===== src/rtl/hsu_pkg.sv =====
package hsu_pkg;

    // Outcome of one cycle's dependence check
    typedef enum logic [1:0] {
        VD_FLOW      = 2'd0,
        VD_HOLD_EX   = 2'd1,
        VD_HOLD_MEM  = 2'd2,
        VD_HOLD_BOTH = 2'd3
    } verdict_t;

    // Number of source operands a decode-stage instruction may read
    localparam int unsigned NUM_SRC = 2;

endpackage


===== src/rtl/hsu_dest_sel.sv =====
module hsu_dest_sel #(
    parameter int unsigned REG_W = 5
) (
    input  logic [REG_W-1:0] rt_field,
    input  logic [REG_W-1:0] rd_field,
    input  logic             pick_rd,
    output logic [REG_W-1:0] dst
);

    // Register ops write rd; loads and immediate ops write rt
    always_comb begin
        dst = pick_rd ? rd_field : rt_field;
    end

endmodule


===== src/rtl/hsu_src_match.sv =====
module hsu_src_match #(
    parameter int unsigned REG_W = 5
) (
    input  logic [REG_W-1:0] src,
    input  logic             src_read,
    input  logic [REG_W-1:0] ex_dst,
    input  logic             ex_wr,
    input  logic [REG_W-1:0] mem_dst,
    input  logic             mem_wr,
    output logic             hit_ex,
    output logic             hit_mem
);

    localparam logic [REG_W-1:0] ZERO_REG = '0;

    logic src_live;

    // Register 0 is hard-wired, so it can never carry a dependence
    always_comb begin
        src_live = src_read && (src != ZERO_REG);
        hit_ex   = src_live && ex_wr  && (ex_dst  == src);
        hit_mem  = src_live && mem_wr && (mem_dst == src);
    end

endmodule


===== src/rtl/hsu_verdict.sv =====
module hsu_verdict
    import hsu_pkg::*;
(
    input  logic     any_ex,
    input  logic     any_mem,
    output verdict_t verdict,
    output logic     pc_we,
    output logic     ifid_we,
    output logic     idex_flush
);

    always_comb begin
        unique case ({any_mem, any_ex})
            2'b00:   verdict = VD_FLOW;
            2'b01:   verdict = VD_HOLD_EX;
            2'b10:   verdict = VD_HOLD_MEM;
            default: verdict = VD_HOLD_BOTH;
        endcase
    end

    always_comb begin
        unique case (verdict)
            VD_FLOW: begin
                pc_we      = 1'b1;
                ifid_we    = 1'b1;
                idex_flush = 1'b0;
            end
            VD_HOLD_EX, VD_HOLD_MEM, VD_HOLD_BOTH: begin
                pc_we      = 1'b0;
                ifid_we    = 1'b0;
                idex_flush = 1'b1;
            end
            default: begin
                pc_we      = 1'b0;
                ifid_we    = 1'b0;
                idex_flush = 1'b1;
            end
        endcase
    end

endmodule


===== src/rtl/hazard_stall_unit.sv =====
module hazard_stall_unit
    import hsu_pkg::*;
#(
    parameter int unsigned REG_W = 5
) (
    input  logic [REG_W-1:0] id_src_a,
    input  logic [REG_W-1:0] id_src_b,
    input  logic             id_reads_a,
    input  logic             id_reads_b,
    input  logic [REG_W-1:0] ex_rt,
    input  logic [REG_W-1:0] ex_rd,
    input  logic             ex_dst_is_rd,
    input  logic             ex_wr_en,
    input  logic [REG_W-1:0] mem_dst,
    input  logic             mem_wr_en,
    output logic             pc_we,
    output logic             ifid_we,
    output logic             idex_flush
);

    logic [REG_W-1:0]               ex_dst;
    logic [NUM_SRC-1:0][REG_W-1:0]  src_num;
    logic [NUM_SRC-1:0]             src_rd;
    logic [NUM_SRC-1:0]             hit_ex_v;
    logic [NUM_SRC-1:0]             hit_mem_v;
    verdict_t                       verdict;

    assign src_num[0] = id_src_a;
    assign src_num[1] = id_src_b;
    assign src_rd[0]  = id_reads_a;
    assign src_rd[1]  = id_reads_b;

    hsu_dest_sel #(.REG_W(REG_W)) u_dsel (
        .rt_field (ex_rt),
        .rd_field (ex_rd),
        .pick_rd  (ex_dst_is_rd),
        .dst      (ex_dst)
    );

    for (genvar s = 0; s < NUM_SRC; s++) begin : g_src
        hsu_src_match #(.REG_W(REG_W)) u_match (
            .src      (src_num[s]),
            .src_read (src_rd[s]),
            .ex_dst   (ex_dst),
            .ex_wr    (ex_wr_en),
            .mem_dst  (mem_dst),
            .mem_wr   (mem_wr_en),
            .hit_ex   (hit_ex_v[s]),
            .hit_mem  (hit_mem_v[s])
        );
    end

    hsu_verdict u_vd (
        .any_ex     (|hit_ex_v),
        .any_mem    (|hit_mem_v),
        .verdict    (verdict),
        .pc_we      (pc_we),
        .ifid_we    (ifid_we),
        .idex_flush (idex_flush)
    );

endmodule


===== config.mk =====
export PLATFORM = sky130hd
export DESIGN_NAME = hazard_stall_unit
export DESIGN_NICKNAME = d
export VERILOG_FILES = /design/src/rtl/hsu_pkg.sv /design/src/rtl/hsu_dest_sel.sv /design/src/rtl/hsu_src_match.sv /design/src/rtl/hsu_verdict.sv /design/src/rtl/hazard_stall_unit.sv
export SDC_FILE = /design/constraint.sdc
export NUM_CORES = 1
export LEC_CHECK = 0
export ABC_AREA = 1
export ABC_CLOCK_PERIOD_IN_PS = 1600
export BUFFER_PORTS_ARGS = -buffer_cell sky130_fd_sc_hd__clkbuf_2
export CAP_MARGIN = 20
export CORE_ASPECT_RATIO = 1.25
export CORE_MARGIN = 3
export CORE_UTILIZATION = 30
export DETAILED_ROUTE_END_ITERATION = 7
export GPL_TIMING_DRIVEN = 0
export SKIP_LAST_GASP = 1
export SLEW_MARGIN = 20
export SYNTH_ARGS = -nofsm -noshare
export SYNTH_HDL_FRONTEND = slang
export SYNTH_SLANG_ARGS = --single-unit

===== constraint.sdc =====
create_clock -name vclk -period 1.6
set_input_delay 0.4 -clock vclk [all_inputs]
set_output_delay 0.4 -clock vclk [all_outputs]
set_load 0.02 [all_outputs]

## Word-level counts from Yosys, hierarchy flattened

Index checks and enable logic that the tools add are counted.
Widths: inputs -> output; s select.

- Multiplexer cells: 4
- Equal/unequal tests: 9
- Reduce and logical (&&, ||, !) cells: 17

Operators with widths:

| cell | count |
|---|---|
| $eq 5x5->1 | 4 |
| $logic_and 1x1->1 | 10 |
| $reduce_bool 5->1 | 2 |
| $eq 2x2->1 const B | 3 |
| $pmux 2 s3 | 1 |
| $mux 5 | 1 |
| $eq 2x1->1 const B | 2 |
| $logic_not 2->1 | 2 |
| $pmux 1 s2 | 2 |
| $reduce_or 2->1 | 2 |
| $reduce_or 3->1 | 1 |

- Bits of input ports: 30
- Output and inout port bits: 3
- Register bits after elaboration: 0
- Word-level logic and storage cells: 30

## Depth between registers and ports, before layout

- Depth in word-level cells: 10
- Gate-level depth with buffers: 11
- Mapped depth without buffers: 9

## Modules after synthesis

Synthesis repeated with hierarchy kept, for this count alone.

- Cells, all modules: 143
- Area total of the unflattened synthesis: 550.5 sq um

Modules (own cells, without submodules):

| module | times used | seq. area each (sq um) | area an instance (sq um) | cells each |
|---|---|---|---|---|
| hsu_src_match | 2 | 0.0 | 219.0 | 57 |
| hsu_dest_sel | 1 | 0.0 | 60.1 | 16 |
| hsu_verdict | 1 | 0.0 | 30.0 | 7 |
| hazard_stall_unit | 1 | 0.0 | 22.5 | 6 |

## Worst setup path after synthesis

OpenSTA, ideal clock, no wires.

- Kind: input to output
- From: input ex_dst_is_rd
- To: output pc_we
- Path slack: -0.302 ns
- Required time: 1.200 ns
- Stages: 11
- Arrival time: 1.502 ns
- Buffers on the path: 2
- Cell sequence: buf_6 -> inv_8 -> nand2_2 -> nand2_2 -> nand2_1 -> nand2_1 -> inv_1 -> nand4_1 -> nand2_1 -> nor2_1 -> buf_4

- Longest elaborated chain between the ends: 9
- Elaborated cells between the ends (all ways): 16
- Those cells by class: 7 x eq/ne; 3 x mux; 6 x reduce/logical

RTL lines:

| what | RTL line | source |
|---|---|---|
| start, declared | hazard_stall_unit.sv:12 | `input logic ex_dst_is_rd,` |
| $mux 5 * | hsu_dest_sel.sv:12 | `dst = pick_rd ? rd_field : rt_field;` |
| $eq 5x5->1 | hsu_src_match.sv:21 | `hit_ex = src_live && ex_wr && (ex_dst == src);` |
| $logic_and 1x1->1 | hsu_src_match.sv:21 |  |
| $reduce_or 2->1 * | hazard_stall_unit.sv:54 | `.any_ex (\|hit_ex_v),` |
| $eq 2x2->1, or another cell as far along | hsu_verdict.sv:13 | `unique case ({any_mem, any_ex})` |
| $pmux 2 s3 * | hsu_verdict.sv:13 |  |
| $eq 2x1->1 / $eq 2x2->1 (equally long branches) | n/a |  |
| $reduce_or 3->1 | n/a |  |
| $pmux 1 s2 * | n/a |  |
| end, declared | hazard_stall_unit.sv:16 | `output logic pc_we,` |

Every way passes the cells marked *; elsewhere a longest branch is shown, timed or not.

## Worst setup path after layout

- From: input ex_dst_is_rd
- To: output pc_we

- Longest elaborated chain between the ends: 9
- Elaborated cells between the ends (all ways): 16
- Those cells by class: 7 x eq/ne; 3 x mux; 6 x reduce/logical

RTL lines:

| what | RTL line | source |
|---|---|---|
| $mux 5 * | hsu_dest_sel.sv:12 |  |
| $eq 5x5->1 | hsu_src_match.sv:21 |  |
| $logic_and 1x1->1 | hsu_src_match.sv:21 |  |
| $reduce_or 2->1 * | hazard_stall_unit.sv:54 |  |
| $eq 2x2->1, or another cell as far along | hsu_verdict.sv:13 |  |
| $pmux 2 s3 * | hsu_verdict.sv:13 |  |
| $eq 2x1->1 / $eq 2x2->1 (equally long branches) | hsu_verdict.sv:22 | `unique case (verdict)` |
| $reduce_or 3->1 | hsu_verdict.sv:22 |  |
| $pmux 1 s2 * | hsu_verdict.sv:22 |  |

Marked as above.

==> out/metrics.csv <==
stage,metric,value,unit
floorplanning,row count,16,
critical_path,crit-path most repeated cell,nand2_2,
cells_and_area,FF+latch area,0,um2
critical_path,"slowest stage delay, CP",0.14,ns
outcome,violated checks,negative setup slack,
clocking,# Post-CTS Setup Buffers,0,
pwr,Leakage,0.588,nW
min_path,hold path depth,5,
global_route,vias in the first global route,799,
floorplanning,area of the core,0.00166,mm2
critical_path,Worst EP arrival,1.44,ns
sta,Final Hold Fails,0,
routing,vias,829,
synthesis,Yosys top cell by area,nand2_1,
cells_and_area,final net count,186,
critical_path,critical path launch point type,primary input,
cells_and_area,n_diodes,0,
place,port bufs,32,
min_path,hold path endpoint,ifid_we,
synthesis,most numerous cell in the Yosys netlist,nand2_1,
sta,minimum clock period,1.84,ns
pwr,peak supply drop,0.123,mV
global_route,global-route usage over all layers,15.9,%
global_route,initial antenna violation count,0,
place,RD Place Congestion,0.818,
synthesis,Post-synth top cells,"nand2_1 (36), nand3_1 (22), inv_1 (21), nor2_1 (19), nand2_2 (5)",
pwr,Design Power,0.250,mW
synthesis,Synth warnings,0,
critical_path,CP required,1.20,ns
synthesis,top cell type's share of synthesized area,23.9,%
pwr,P per Cell Area,254,mW/mm2
floorplanning,die area,0.00245,mm2
synthesis,syn avg cell area,4.67,um2
critical_path,Setup crit end kind,output pin,
floorplanning,Initial Util,34.0,%
routing,Antenna Nets Post-Route,0,
floorplanning,Die Width,44.8,um
routing,drt via density,4.82,
critical_path,"Max FO, Critical Path",8,
min_path,hold crit path type,primary input to output pin,
routing,total wire length,1.94,mm
critical_path,crit path max-delay cell type,nand4_1,
cells_and_area,Area Growth Syn to Fin,74.1,%
sta,slew margin rel.,88.6,%
sta,final period utilization,115,%
clocking,Hold Buf Count CTS,0,
floorplanning,Die Y,54.5,um
outcome,outcome,"finished, violations left",
cells_and_area,FFs & Latches,0,
sta,Final Max Slew Viols,0,
critical_path,"Cell Chain, Critical Path",buf_12 > inv_16 > nand2_2 > nand3_2 > nand2_1 > nor2_1 > nand4_1 > nand2_2 > nor2_4 > buf_6 > buf_8,
place,post-DP HPWL,1.49,mm
synthesis,Post-Synthesis Cell Area,566,um2
synthesis,syn_nets,151,
cells_and_area,Fill cells,188,
cells_and_area,fin cells,172,
sta,hold_ws,1.34,ns
synthesis,synth unique cells,16,
global_route,largest net degree at the start of global routing,9,
routing,First DRT Iteration DRCs,6,
global_route,first-pass GRT wire length,2.99,mm
sta,achievable clock frequency,543,MHz
sta,Final setup viols,3,
min_path,hold path startpoint,id_reads_b,
run,Max-cap violations,0,
routing,Routed wire per std cell,11.3,um
cells_and_area,CLK BUF,0,
cells_and_area,fraction of final layout cells sized beyond drive strength 1,48.1,%
global_route,gr ovfl total,0,
place,dpl cells,171,
critical_path,Crit Path Category,primary input to output pin,
synthesis,post-synthesis sequential area ratio,0,%
synthesis,cell count after synthesis,121,
routing,Pre-antenna DRT Iters,2,
floorplanning,top-level port count,33,
sta,Worst-Margin Slew,0.169,ns
synthesis,leading post-synthesis cells by cell area,"nand2_1 (24%), nand3_1 (19%), inv_1 (14%)",
routing,DR DRC count,0,
sta,final setup margin,-0.241,ns
sta,RSZ-0062 raised after global routing,true,
cell families (layout without fill, tap and decap cells):
| group | count (synthesis) | after routing | synth area share [%] |
|---|---|---|---|
| compound gates | 3 | 3 | 2.65 |
| xor+xnor | 5 | 5 | 7.74 |
| buf+inv | 24 | 57 | 19.2 |
| simple gates | 89 | 89 | 70.4 |
timing repair:
item,CTS,global route
endpoints found under the setup margin,3,3
hold endpoints to repair,0,0
cloned,1,0
resized for setup,31,22
pin swaps,19,14
critical path, delay by kind of cell:
| family | cells | cell delay (ns) |
|---|---|---|
| AND/OR/NAND/NOR | 7 | 0.59 |
| buffers and inverters | 4 | 0.44 |
per-layer routing:
| layer | GRT usage, % | vias to the layer above | wire length, um |
|---|---|---|---|
| met5 | 0 | - | 0 |
| met4 | 1.46 | 0 | 40 |
| met3 | 0.329 | 4 | 96 |
| met2 | 33.7 | 25 | 1060 |
| met1 | 17.7 | 357 | 734 |
| li1 | - | 443 | - |
worst max-delay path by stage:
stage                     slack, ns  cells after the start    startpoint    end
after floorplan               -0.11                     11  ex_dst_is_rd  pc_we
after global placement        -0.31                     10    mem_dst[3]  pc_we
after detailed placement      -0.33                     10    mem_dst[3]  pc_we
after CTS                     -0.25                     11  ex_dst_is_rd  pc_we
after global routing          -0.30                     12  ex_dst_is_rd  pc_we
final                         -0.24                     11  ex_dst_is_rd  pc_we
where the power goes:
group	internal, mW	switching (mW)
clock	0	0
sequential	0	0
combinational	0.113	0.137
final cells by class:
cell class	instances	area, um2	share of cell area [%]
Buffer	2	31.3	3.18
Tap cell	18	22.5	2.29
Multi-Input combinational cell	97	612	62.1
Inverter	22	98.8	10.0
Timing Repair Buffer	33	220	22.4
per-stage QoR:
step | area [um2] | TNS, ns | worst slack (ns) | util [%]
floorplan | 586 | -0.110 | -0.110 | -
global placement | 768 | -0.674 | -0.311 | 46.2
detailed placement | 768 | -0.718 | -0.332 | 46.2
CTS | 911 | -0.552 | -0.254 | 54.8
global route | 985 | -0.795 | -0.299 | 59.3
finish | 985 | -0.542 | -0.241 | 59.3
cells in the final DEF (no fill, tap or decap):
| cell | instances |
|---|---|
| buf_16 | 1 |
| o21ai_2 | 1 |
| nor3_2 | 1 |
| nand4_1 | 2 |
| or2_2 | 1 |
| inv_1 | 19 |
| buf_2 | 1 |
| nand2_4 | 8 |
| nor2_4 | 1 |
| o21ai_0 | 2 |
| nor2_2 | 3 |
| nand3_1 | 12 |
| nand2_2 | 10 |
| nor2_1 | 15 |
| clkbuf_2 | 26 |
| xnor2_1 | 2 |
| clkbuf_4 | 1 |
| buf_12 | 1 |
| xor2_1 | 3 |
| inv_16 | 1 |
| inv_2 | 2 |
| buf_8 | 1 |
| nand3_2 | 10 |
| buf_4 | 1 |
| nand2_8 | 1 |
| nand2_1 | 23 |
| clkbuf_8 | 2 |
| buf_6 | 1 |
| nand3b_1 | 2 |
Note: power is estimated with default switching activity, not from simulation.
